--- config.mk ---
export PLATFORM = sky130hd
export DESIGN_NAME = fc_train_gen
export DESIGN_NICKNAME = d
export VERILOG_FILES = /design/src/rtl/fc_train_pkg.sv /design/src/rtl/fc_train_ctrl.sv /design/src/rtl/fc_train_pattern.sv /design/src/rtl/fc_word_mux.sv /design/src/rtl/fc_train_gen.sv
export SDC_FILE = /design/constraint.sdc
export NUM_CORES = 1
export LEC_CHECK = 0
export ABC_CLOCK_PERIOD_IN_PS = 3400
export BUFFER_PORTS_ARGS = -buffer_cell sky130_fd_sc_hd__buf_4
export CORE_ASPECT_RATIO = 0.6
export CORE_MARGIN = 10
export CORE_UTILIZATION = 50
export CTS_CLUSTER_DIAMETER = 120
export DETAILED_ROUTE_END_ITERATION = 10
export GPL_TIMING_DRIVEN = 0
export PLACE_DENSITY = 0.76
export SLEW_MARGIN = 20
export SYNTH_ARGS = -nofsm -noshare
export SYNTH_HDL_FRONTEND = slang
export SYNTH_HIERARCHICAL = 1
export SYNTH_SLANG_ARGS = --single-unit
--- constraint.sdc ---
create_clock -name clk -period 3.4 [get_ports clk]
set_input_delay 0.51 -clock clk [delete_from_list [all_inputs] [get_ports clk]]
set_output_delay 0.51 -clock clk [all_outputs]
set_load 0.01 [all_outputs]
--- src/rtl/fc_train_pkg.sv ---
package fc_train_pkg;

    localparam int DAT_W = 4;

    typedef struct packed {
        logic             sof;
        logic [DAT_W-1:0] dat;
        logic             par;
        logic             srb;
    } fc_word_t;

    localparam int WORD_W = $bits(fc_word_t);

    // Word for the first half of a training period; the second half is its complement
    localparam fc_word_t TRAIN_LO_HALF = '{sof: 1'b1, dat: 4'hC, par: 1'b0, srb: 1'b0};

endpackage

--- src/rtl/fc_train_ctrl.sv ---
module fc_train_ctrl #(
    parameter int ALPHA_W  = 8,
    parameter int HALF_LEN = 10
) (
    input  logic               clk,
    input  logic               rst_n,
    input  logic               start_i,
    input  logic [ALPHA_W-1:0] alpha_i,
    output logic               busy_o,
    output logic               second_half_o,
    output logic               done_o
);
    localparam int PERIOD = 2 * HALF_LEN;
    localparam int PH_W   = $clog2(PERIOD);
    localparam logic [PH_W-1:0]    LAST_PH = PH_W'(PERIOD - 1);
    localparam logic [PH_W-1:0]    HALF_PH = PH_W'(HALF_LEN);
    localparam logic [ALPHA_W-1:0] ONE_REP = ALPHA_W'(1);

    typedef struct packed {
        logic               busy;
        logic [PH_W-1:0]    phase;
        logic [ALPHA_W-1:0] left;
    } ctrl_t;

    ctrl_t st_d, st_q;
    logic  last_phase;

    always_comb begin
        st_d       = st_q;
        last_phase = st_q.busy && (st_q.phase == LAST_PH) && (st_q.left == ONE_REP);
        if (!st_q.busy) begin
            if (start_i && (alpha_i != '0)) begin
                st_d.busy  = 1'b1;
                st_d.phase = '0;
                st_d.left  = alpha_i;
            end
        end else if (st_q.phase == LAST_PH) begin
            st_d.phase = '0;
            st_d.left  = st_q.left - ONE_REP;
            if (st_q.left == ONE_REP) begin
                st_d.busy = 1'b0;
            end
        end else begin
            st_d.phase = st_q.phase + 1'b1;
        end
    end

    always_ff @(posedge clk or negedge rst_n) begin
        if (!rst_n) begin
            st_q <= '0;
        end else begin
            st_q <= st_d;
        end
    end

    assign busy_o        = st_q.busy;
    assign second_half_o = (st_q.phase >= HALF_PH);
    assign done_o        = last_phase;

endmodule

--- src/rtl/fc_train_pattern.sv ---
module fc_train_pattern
    import fc_train_pkg::*;
(
    input  logic     second_half_i,
    output fc_word_t word_o
);
    always_comb begin
        if (second_half_i) begin
            word_o = ~TRAIN_LO_HALF;
        end else begin
            word_o = TRAIN_LO_HALF;
        end
    end
endmodule

--- src/rtl/fc_word_mux.sv ---
module fc_word_mux #(
    parameter int W = 7
) (
    input  logic         sel_train_i,
    input  logic [W-1:0] train_i,
    input  logic [W-1:0] norm_i,
    output logic [W-1:0] pin_o
);
    for (genvar b = 0; b < W; b++) begin : g_bit
        assign pin_o[b] = sel_train_i ? train_i[b] : norm_i[b];
    end
endmodule

--- src/rtl/fc_train_gen.sv ---
module fc_train_gen
    import fc_train_pkg::*;
#(
    parameter int ALPHA_W  = 8,
    parameter int HALF_LEN = 10
) (
    input  logic               clk,
    input  logic               rst_n,
    input  logic               start_i,
    input  logic [ALPHA_W-1:0] alpha_i,
    input  logic               norm_sof_i,
    input  logic [3:0]         norm_dat_i,
    input  logic               norm_par_i,
    input  logic               norm_srb_i,
    output logic               out_sof_o,
    output logic [3:0]         out_dat_o,
    output logic               out_par_o,
    output logic               out_srb_o,
    output logic               busy_o,
    output logic               done_o
);
    logic     busy_w, second_half_w, done_w;
    fc_word_t norm_w, train_w, pin_w;

    assign norm_w = '{sof: norm_sof_i, dat: norm_dat_i, par: norm_par_i, srb: norm_srb_i};

    fc_train_ctrl #(
        .ALPHA_W (ALPHA_W),
        .HALF_LEN(HALF_LEN)
    ) u_ctrl (
        .clk          (clk),
        .rst_n        (rst_n),
        .start_i      (start_i),
        .alpha_i      (alpha_i),
        .busy_o       (busy_w),
        .second_half_o(second_half_w),
        .done_o       (done_w)
    );

    fc_train_pattern u_pat (
        .second_half_i(second_half_w),
        .word_o       (train_w)
    );

    fc_word_mux #(
        .W(WORD_W)
    ) u_mux (
        .sel_train_i(busy_w),
        .train_i    (train_w),
        .norm_i     (norm_w),
        .pin_o      (pin_w)
    );

    assign out_sof_o = pin_w.sof;
    assign out_dat_o = pin_w.dat;
    assign out_par_o = pin_w.par;
    assign out_srb_o = pin_w.srb;
    assign busy_o    = busy_w;
    assign done_o    = done_w;

endmodule

==> flow_metrics.env, run 1 <==
export IMPL_antenna_found_initial=0
export IMPL_post_cts_resized=0
export IMPL_finClkSkew_ns=0.00667
export IMPL_min_period_ns=2.48
export IMPL_port_buffers=26
export IMPL_drive_above_1_share=0.361
export IMPL_grt_pass1_vias=942
export IMPL_worst_slack_ns=0.921
export IMPL_synth_nets=136
export IMPL_cp_depth=6
export IMPL_yosysSeqAreaShare=0.323
export IMPL_dp_slack_ns=1.28
export IMPL_clock_sinks=14
export IMPL_grt_max_degree=15
export IMPL_critPathTopFamily="simple AND/OR/NAND/NOR gates"
export IMPL_hold_class="input pin to async pin"
export IMPL_track_usage=0.130
export IMPL_finalSetupViolations=0
export IMPL_ant_nets=0
export IMPL_synthSimpleGateAreaFrac=0.211
export IMPL_critical_path_endpoint_type="output port"
export IMPL_max_clock_path_buffers=2
export IMPL_synth_seq_cells=14
export IMPL_rows=12
export IMPL_cts_tree="yes"
export IMPL_grt_first_pass_wirelength_um=4650
export IMPL_final_common_cell="buf_4"
export IMPL_first_pass_iters=4
export IMPL_die_x_um=80.2
export IMPL_stdcell_area_mm2=0.00135
export IMPL_cts_buffers=3
export IMPL_synth_area_leaders="dfrtp_1 (32%), mux2_4 (9.7%), buf_4 (5.5%), ha_1 (4.6%), nand3_1 (2.8%)"
export IMPL_syn_to_final_growth_pct=24.5
export IMPL_synth_compound_area_frac=0.189
export IMPL_fin_crit_sh=0.729
export IMPL_dpl_instance_area_mm2=0.00132
export IMPL_overflow=0
export IMPL_crit_top_cell="buf_4"
export IMPL_synth_edf_count=0
export IMPL_ys_flop_type="dfrtp_1"
export IMPL_status="complete, no violations"
export IMPL_ys_types=41
export IMPL_cts_root_buf="clkbuf_4"
export IMPL_cp_slowest_cell="dfrtp_1"
export IMPL_n_antenna_cell=0
export IMPL_power_density_mw_per_mm2=709
export IMPL_final_setup_tns_ns=0
export IMPL_avgRoutedWirePerCell_um=16.8
export IMPL_coreArea_mm2=0.00195
export IMPL_dieArea_mm2=0.00450
export IMPL_dieHeight_um=56.1
export IMPL_critPathMaxStageDelay_ns=0.42
export IMPL_io_pin_count=27
export IMPL_synth_top_area_frac=0.323
export IMPL_clock_latency_ns=0.29
export IMPL_cap_viol_max_count=0
export IMPL_gp_congestion=0.858
export IMPL_dp_hpwl_um=2260
export IMPL_crit_fanout=10
export IMPL_synthesis_area_mm2=0.00109
export IMPL_cts_hold_buf=0
export IMPL_tightest_slew_ns=0.751
export IMPL_critPathLaunchType="flip-flop"
export IMPL_ir_drop_v=0.000297
export IMPL_cp_required_ns=2.89
export IMPL_async_flop_share=1.00
export IMPL_start_util=0.556
export IMPL_worst_ep_arrival_time_ns=1.97
export IMPL_yosysTopAreaCell="dfrtp_1"
export IMPL_vias=1000
export IMPL_cp_cell_sequence="ha_1, and4bb_2, buf_4, nand2_1, nor2_1, buf_4"
export IMPL_p_leak_nw=0.655
export IMPL_avgSynthCellArea_um2=9.53
export IMPL_max_freq_ghz=0.403
export IMPL_synth_adder_area_share=0.0461
export IMPL_synth_top_family_by_area="simple AND/OR/NAND/NOR gates"
export IMPL_nets=167
export IMPL_cts_setup_buffers=0
export IMPL_mostFrequentLayoutCells="buf_4 (34), dfrtp_1 (14), nand2_1 (8), inv_1 (7), mux2_4 (7)"
export IMPL_first_iter_violations=47
export IMPL_drc=0
export IMPL_fillCellCount=167
export IMPL_relSlewSlack=0.495
export IMPL_rr_worst_depth=4
export IMPL_drt_total_wl_um=2900
export IMPL_timing_final_hold_violations=0
export IMPL_path_clk_slew_ns=0.09
export IMPL_yosysWarningCount=6
export IMPL_via_per_inst=5.81
export IMPL_post_route_util=0.693
export IMPL_synth_xor_area_frac=0.0242
export IMPL_synthCells=114
export IMPL_synthMuxAreaShare=0.106
export IMPL_crit_type="flip-flop to output port"
export IMPL_htree_levels=1
export IMPL_path_buf_inv=2
export IMPL_drv_slew=0
export IMPL_rsz0062_at_grt="false"
metal layers:
layer	global-route usage	vias to the layer above	share of wire
li1	-	477	-
met1	0.181	461	0.48
met2	0.171	58	0.40
met3	0.0675	4	0.11
met4	0.0223	0	0.0066
met5	0	-	0
cell type report:
cell class	count	area (µm²)	share of cell area
sequential	14	350	0.259
clock buffer	4	36.3	0.0268
multi-input combinational	81	626	0.463
inverter	7	26.3	0.0194
tap	28	35.0	0.0259
timing repair buffer	26	195	0.144
buffer	12	83.8	0.0620
cell usage after synthesis, drive strengths merged, types with 2 or more instances:
cell and number:
nand2 8, buf 9, and3 3, clkbuf 3
a221o 2, dfrtp 14, mux2 7, inv 7
o211ai 2, a21o 2, a21oi 2, nor2b 2
nor3b 4, or4 2, o21ai 7, a211o 2
nand3 6, a32o 2, a22o 2, ha 4
xnor2 2, a221oi 2, nor2 5
cell families after synthesis:
logic type | count (synthesis)
AND/OR/NAND/NOR | 39
AO/OA/AOI/OAI | 27
buffers and inverters | 19
flip-flops | 14
multiplexers | 8
adder cells (fa/ha/maj) | 4
XOR/XNOR | 3
registers in the layout, summed over array words and instances (netlist names):
register and cells:
u_ctrl/st_q 13, u_ctrl/busy_o 1
power breakdown:
part | switching, mW | leakage (nW) | internal, mW
combinational | 0.232 | 0.481 | 0.331
sequential | 0.0562 | 0.153 | 0.216
clock | 0.0590 | 0.0210 | 0.0653
total | 0.348 | 0.655 | 0.612
stage by stage:
step           hold WS, ns  total power, mW  std cells
2_1_floorplan        0.214            0.656        114
3_3_place_gp         0.370            0.814        168
3_5_place_dp         0.371            0.839        168
4_1_cts             0.0506            0.964        172
5_1_grt             0.0469             1.04        172
6_report            0.0527            0.960        172
worst paths after layout:
kind	from	endpoint	slack (ns)
min reg2reg	u_ctrl/st_q[4]$_DFFE_PN0P_	u_ctrl/st_q[4]$_DFFE_PN0P_	0.57
max in group asynchronous	rst_n	u_ctrl/st_q[6]$_DFFE_PN0P_	3.17
max reg2reg	u_ctrl/st_q[3]$_DFFE_PN0P_	u_ctrl/st_q[6]$_DFFE_PN0P_	1.57
max	u_ctrl/st_q[8]$_DFFE_PN0P_	done_o	0.92
min	rst_n	u_ctrl/st_q[10]$_DFFE_PN0P_	0.05
min in group clk	alpha_i[5]	u_ctrl/st_q[5]$_DFFE_PN0P_	0.47
(Power assumes the default switching activity.)
==> inputs of run 2 (changes only) <==
--- a/config.mk
+++ b/config.mk
@@ -5,7 +5,7 @@
 export SDC_FILE = /design/constraint.sdc
 export NUM_CORES = 1
 export LEC_CHECK = 0
-export ABC_CLOCK_PERIOD_IN_PS = 3400
+export ABC_CLOCK_PERIOD_IN_PS = 2600
 export BUFFER_PORTS_ARGS = -buffer_cell sky130_fd_sc_hd__buf_4
 export CORE_ASPECT_RATIO = 0.6
 export CORE_MARGIN = 10
==> constraint.sdc (replaced) <==
create_clock -name clk -period 2.6 [get_ports clk]
set_input_delay 0.39 -clock clk [delete_from_list [all_inputs] [get_ports clk]]
set_output_delay 0.39 -clock clk [all_outputs]
set_load 0.01 [all_outputs]
==> run 2 against run 1 <==
Effect of this change: first-iteration DRC count shrank 15%; sequential share of layout area shrank 0.19 points; clock skew about the same; critical path depth unchanged; register-to-register slack lost 0.80 ns; non-clock buffer count rose by 1; critical endpoint unchanged; highest routed layer unchanged; clock power increased by 31%.
==> flow_metrics.env, run 2 (synthesis results as in run 1) <==
export IMPL_status="complete, no violations"
export IMPL_cap_viol_max_count=0
export IMPL_cts_buffers=3
export IMPL_cp_cell_sequence="ha_1, and4bb_2, buf_4, nand2_1, nor2_1, buf_4"
export IMPL_finClkSkew_ns=0.00662
export IMPL_drv_slew=0
export IMPL_timing_final_hold_violations=0
export IMPL_ant_nets=0
export IMPL_critPathLaunchType="flip-flop"
export IMPL_coreArea_mm2=0.00195
export IMPL_worstReg2RegEnd="u_ctrl/st_q[6]$_DFFE_PN0P_"
export IMPL_antenna_found_initial=0
export IMPL_largest_register="u_ctrl/st_q"
export IMPL_clock_sinks=14
export IMPL_cp_required_ns=2.21
export IMPL_cts_root_buf="clkbuf_4"
export IMPL_critPathMaxStageDelay_ns=0.42
export IMPL_dieArea_mm2=0.00450
export IMPL_drt_total_wl_um=2900
export IMPL_largest_reg_flops=13
export IMPL_syn_to_final_growth_pct=25.5
export IMPL_grt_first_pass_wirelength_um=4650
export IMPL_ir_drop_v=0.000389
export IMPL_fin_crit_sh=0.907
export IMPL_grt_max_degree=15
export IMPL_gp_congestion=0.858
export IMPL_crit_type="flip-flop to output port"
export IMPL_critical_path_endpoint_type="output port"
export IMPL_crit_fanout=10
export IMPL_p_leak_nw=0.659
export IMPL_r2r_start="u_ctrl/st_q[3]$_DFFE_PN0P_"
export IMPL_critPathTopFamily="simple AND/OR/NAND/NOR gates"
export IMPL_start_util=0.556
export IMPL_final_common_cell="buf_4"
export IMPL_finalPower_mw=1.26
export IMPL_finalSetupViolations=0
export IMPL_cp_slowest_cell="dfrtp_1"
export IMPL_worst_ep_arrival_time_ns=1.97
export IMPL_rr_worst_depth=4
export IMPL_via_per_inst=5.75
export IMPL_max_freq_ghz=0.424
export IMPL_final_setup_tns_ns=0
export IMPL_reg2reg_slack_ns=0.77
export IMPL_port_buffers=26
export IMPL_path_clk_slew_ns=0.09
export IMPL_power_density_mw_per_mm2=922
export IMPL_crit_start="u_ctrl/st_q[8]$_DFFE_PN0P_"
export IMPL_n_antenna_cell=0
export IMPL_track_usage=0.130
export IMPL_min_period_ns=2.36
export IMPL_overflow=0
export IMPL_hold_class="input pin to flip-flop"
export IMPL_dieHeight_um=56.1
export IMPL_cts_tree="yes"
export IMPL_clock_latency_ns=0.29
export IMPL_dp_hpwl_um=2260
export IMPL_htree_levels=1
export IMPL_crit_top_cell="buf_4"
export IMPL_first_iter_violations=40
export IMPL_rows=12
export IMPL_crit_path_end="done_o"
export IMPL_vias=995
export IMPL_tightest_slew_ns=0.751
export IMPL_die_x_um=80.2
export IMPL_first_pass_iters=4
export IMPL_grt_pass1_vias=942
export IMPL_relSlewSlack=0.495
export IMPL_cp_depth=6
export IMPL_mostFrequentLayoutCells="buf_4 (34), dfrtp_1 (14), nand2_1 (8), inv_1 (7), mux2_4 (7)"
export IMPL_drc=0
export IMPL_nets=168
export IMPL_drive_above_1_share=0.359
export IMPL_max_clock_path_buffers=2
export IMPL_avgRoutedWirePerCell_um=16.8
export IMPL_path_buf_inv=2
export IMPL_rsz0062_at_grt="false"
export IMPL_io_pin_count=27
-- run 2: changes by cell type in the layout (fill, tap and decap cells not counted) --
cell           delta
dlygate4sd3_1     +1
-- run 2: power breakdown --
group          leakage [nW]  switching (mW)  internal, mW
Sequential            0.153          0.0735         0.283
Combinational         0.485           0.304         0.433
Clock                0.0210          0.0771        0.0854
-- run 2: worst min path at each step --
stage / cells past startpoint / to / from / slack (ns)
after floorplan: 0 / u_ctrl/busy_o$_DFF_PN0_ / rst_n / 0.09
after global placement: 1 / u_ctrl/st_q[0]$_DFFE_PN0P_ / rst_n / 0.25
after detailed placement: 1 / u_ctrl/st_q[1]$_DFFE_PN0P_ / rst_n / 0.25
after CTS: 2 / u_ctrl/st_q[5]$_DFFE_PN0P_ / alpha_i[5] / 0.34
after global routing: 2 / u_ctrl/st_q[5]$_DFFE_PN0P_ / alpha_i[5] / 0.35
final: 2 / u_ctrl/st_q[5]$_DFFE_PN0P_ / alpha_i[5] / 0.35
-- run 2: area by class of cell --
| class | count | area [µm²] |
|---|---|---|
| multi-input cells | 81 | 626 |
| fillers | 169 | 589 |
| flip-flops and latches | 14 | 350 |
| repair buffers | 27 | 205 |
| plain buffers | 12 | 83.8 |
| clock buffers | 4 | 36.3 |
| well taps | 28 | 35.0 |
| inverters | 7 | 26.3 |
-- run 2: what timing repair did --
action	CTS	global route
buffers inserted	0	0
resized for setup	0	0
endpoints found under the hold margin	14	0
hold buffers	1	0
-- run 2: worst register-to-register path: cells and delay by family (launching register included) --
family                    cells  cell delay, ns
AOI/OAI and AO/OA             1            0.29
xor gates and xnor gates      1            0.16
DFF                           1            0.44
and+or+nand+nor               2            0.83
-- run 2: per-layer routing --
layer | GRT usage | vias up | share of wire
li1 | - | 479 | -
met3 | 0.0675 | 4 | 0.10
met5 | 0 | - | 0
met4 | 0.0223 | 0 | 0.0065
met1 | 0.181 | 459 | 0.50
met2 | 0.171 | 53 | 0.39
-- run 2: per-stage QoR --
| stage | worst slack [ns] | hold WS [ns] | cell area (µm²) | utilization | instances |
|---|---|---|---|---|---|
| 2_1_floorplan | 0.850 | 0.0944 | 1090 | - | 114 |
| 3_3_place_gp | 0.613 | 0.250 | 1320 | 0.674 | 168 |
| 3_5_place_dp | 0.601 | 0.251 | 1320 | 0.674 | 168 |
| 4_1_cts | 0.271 | 0.342 | 1360 | 0.698 | 173 |
| 5_1_grt | 0.122 | 0.346 | 1360 | 0.698 | 173 |
| 6_report | 0.242 | 0.350 | 1360 | 0.698 | 173 |
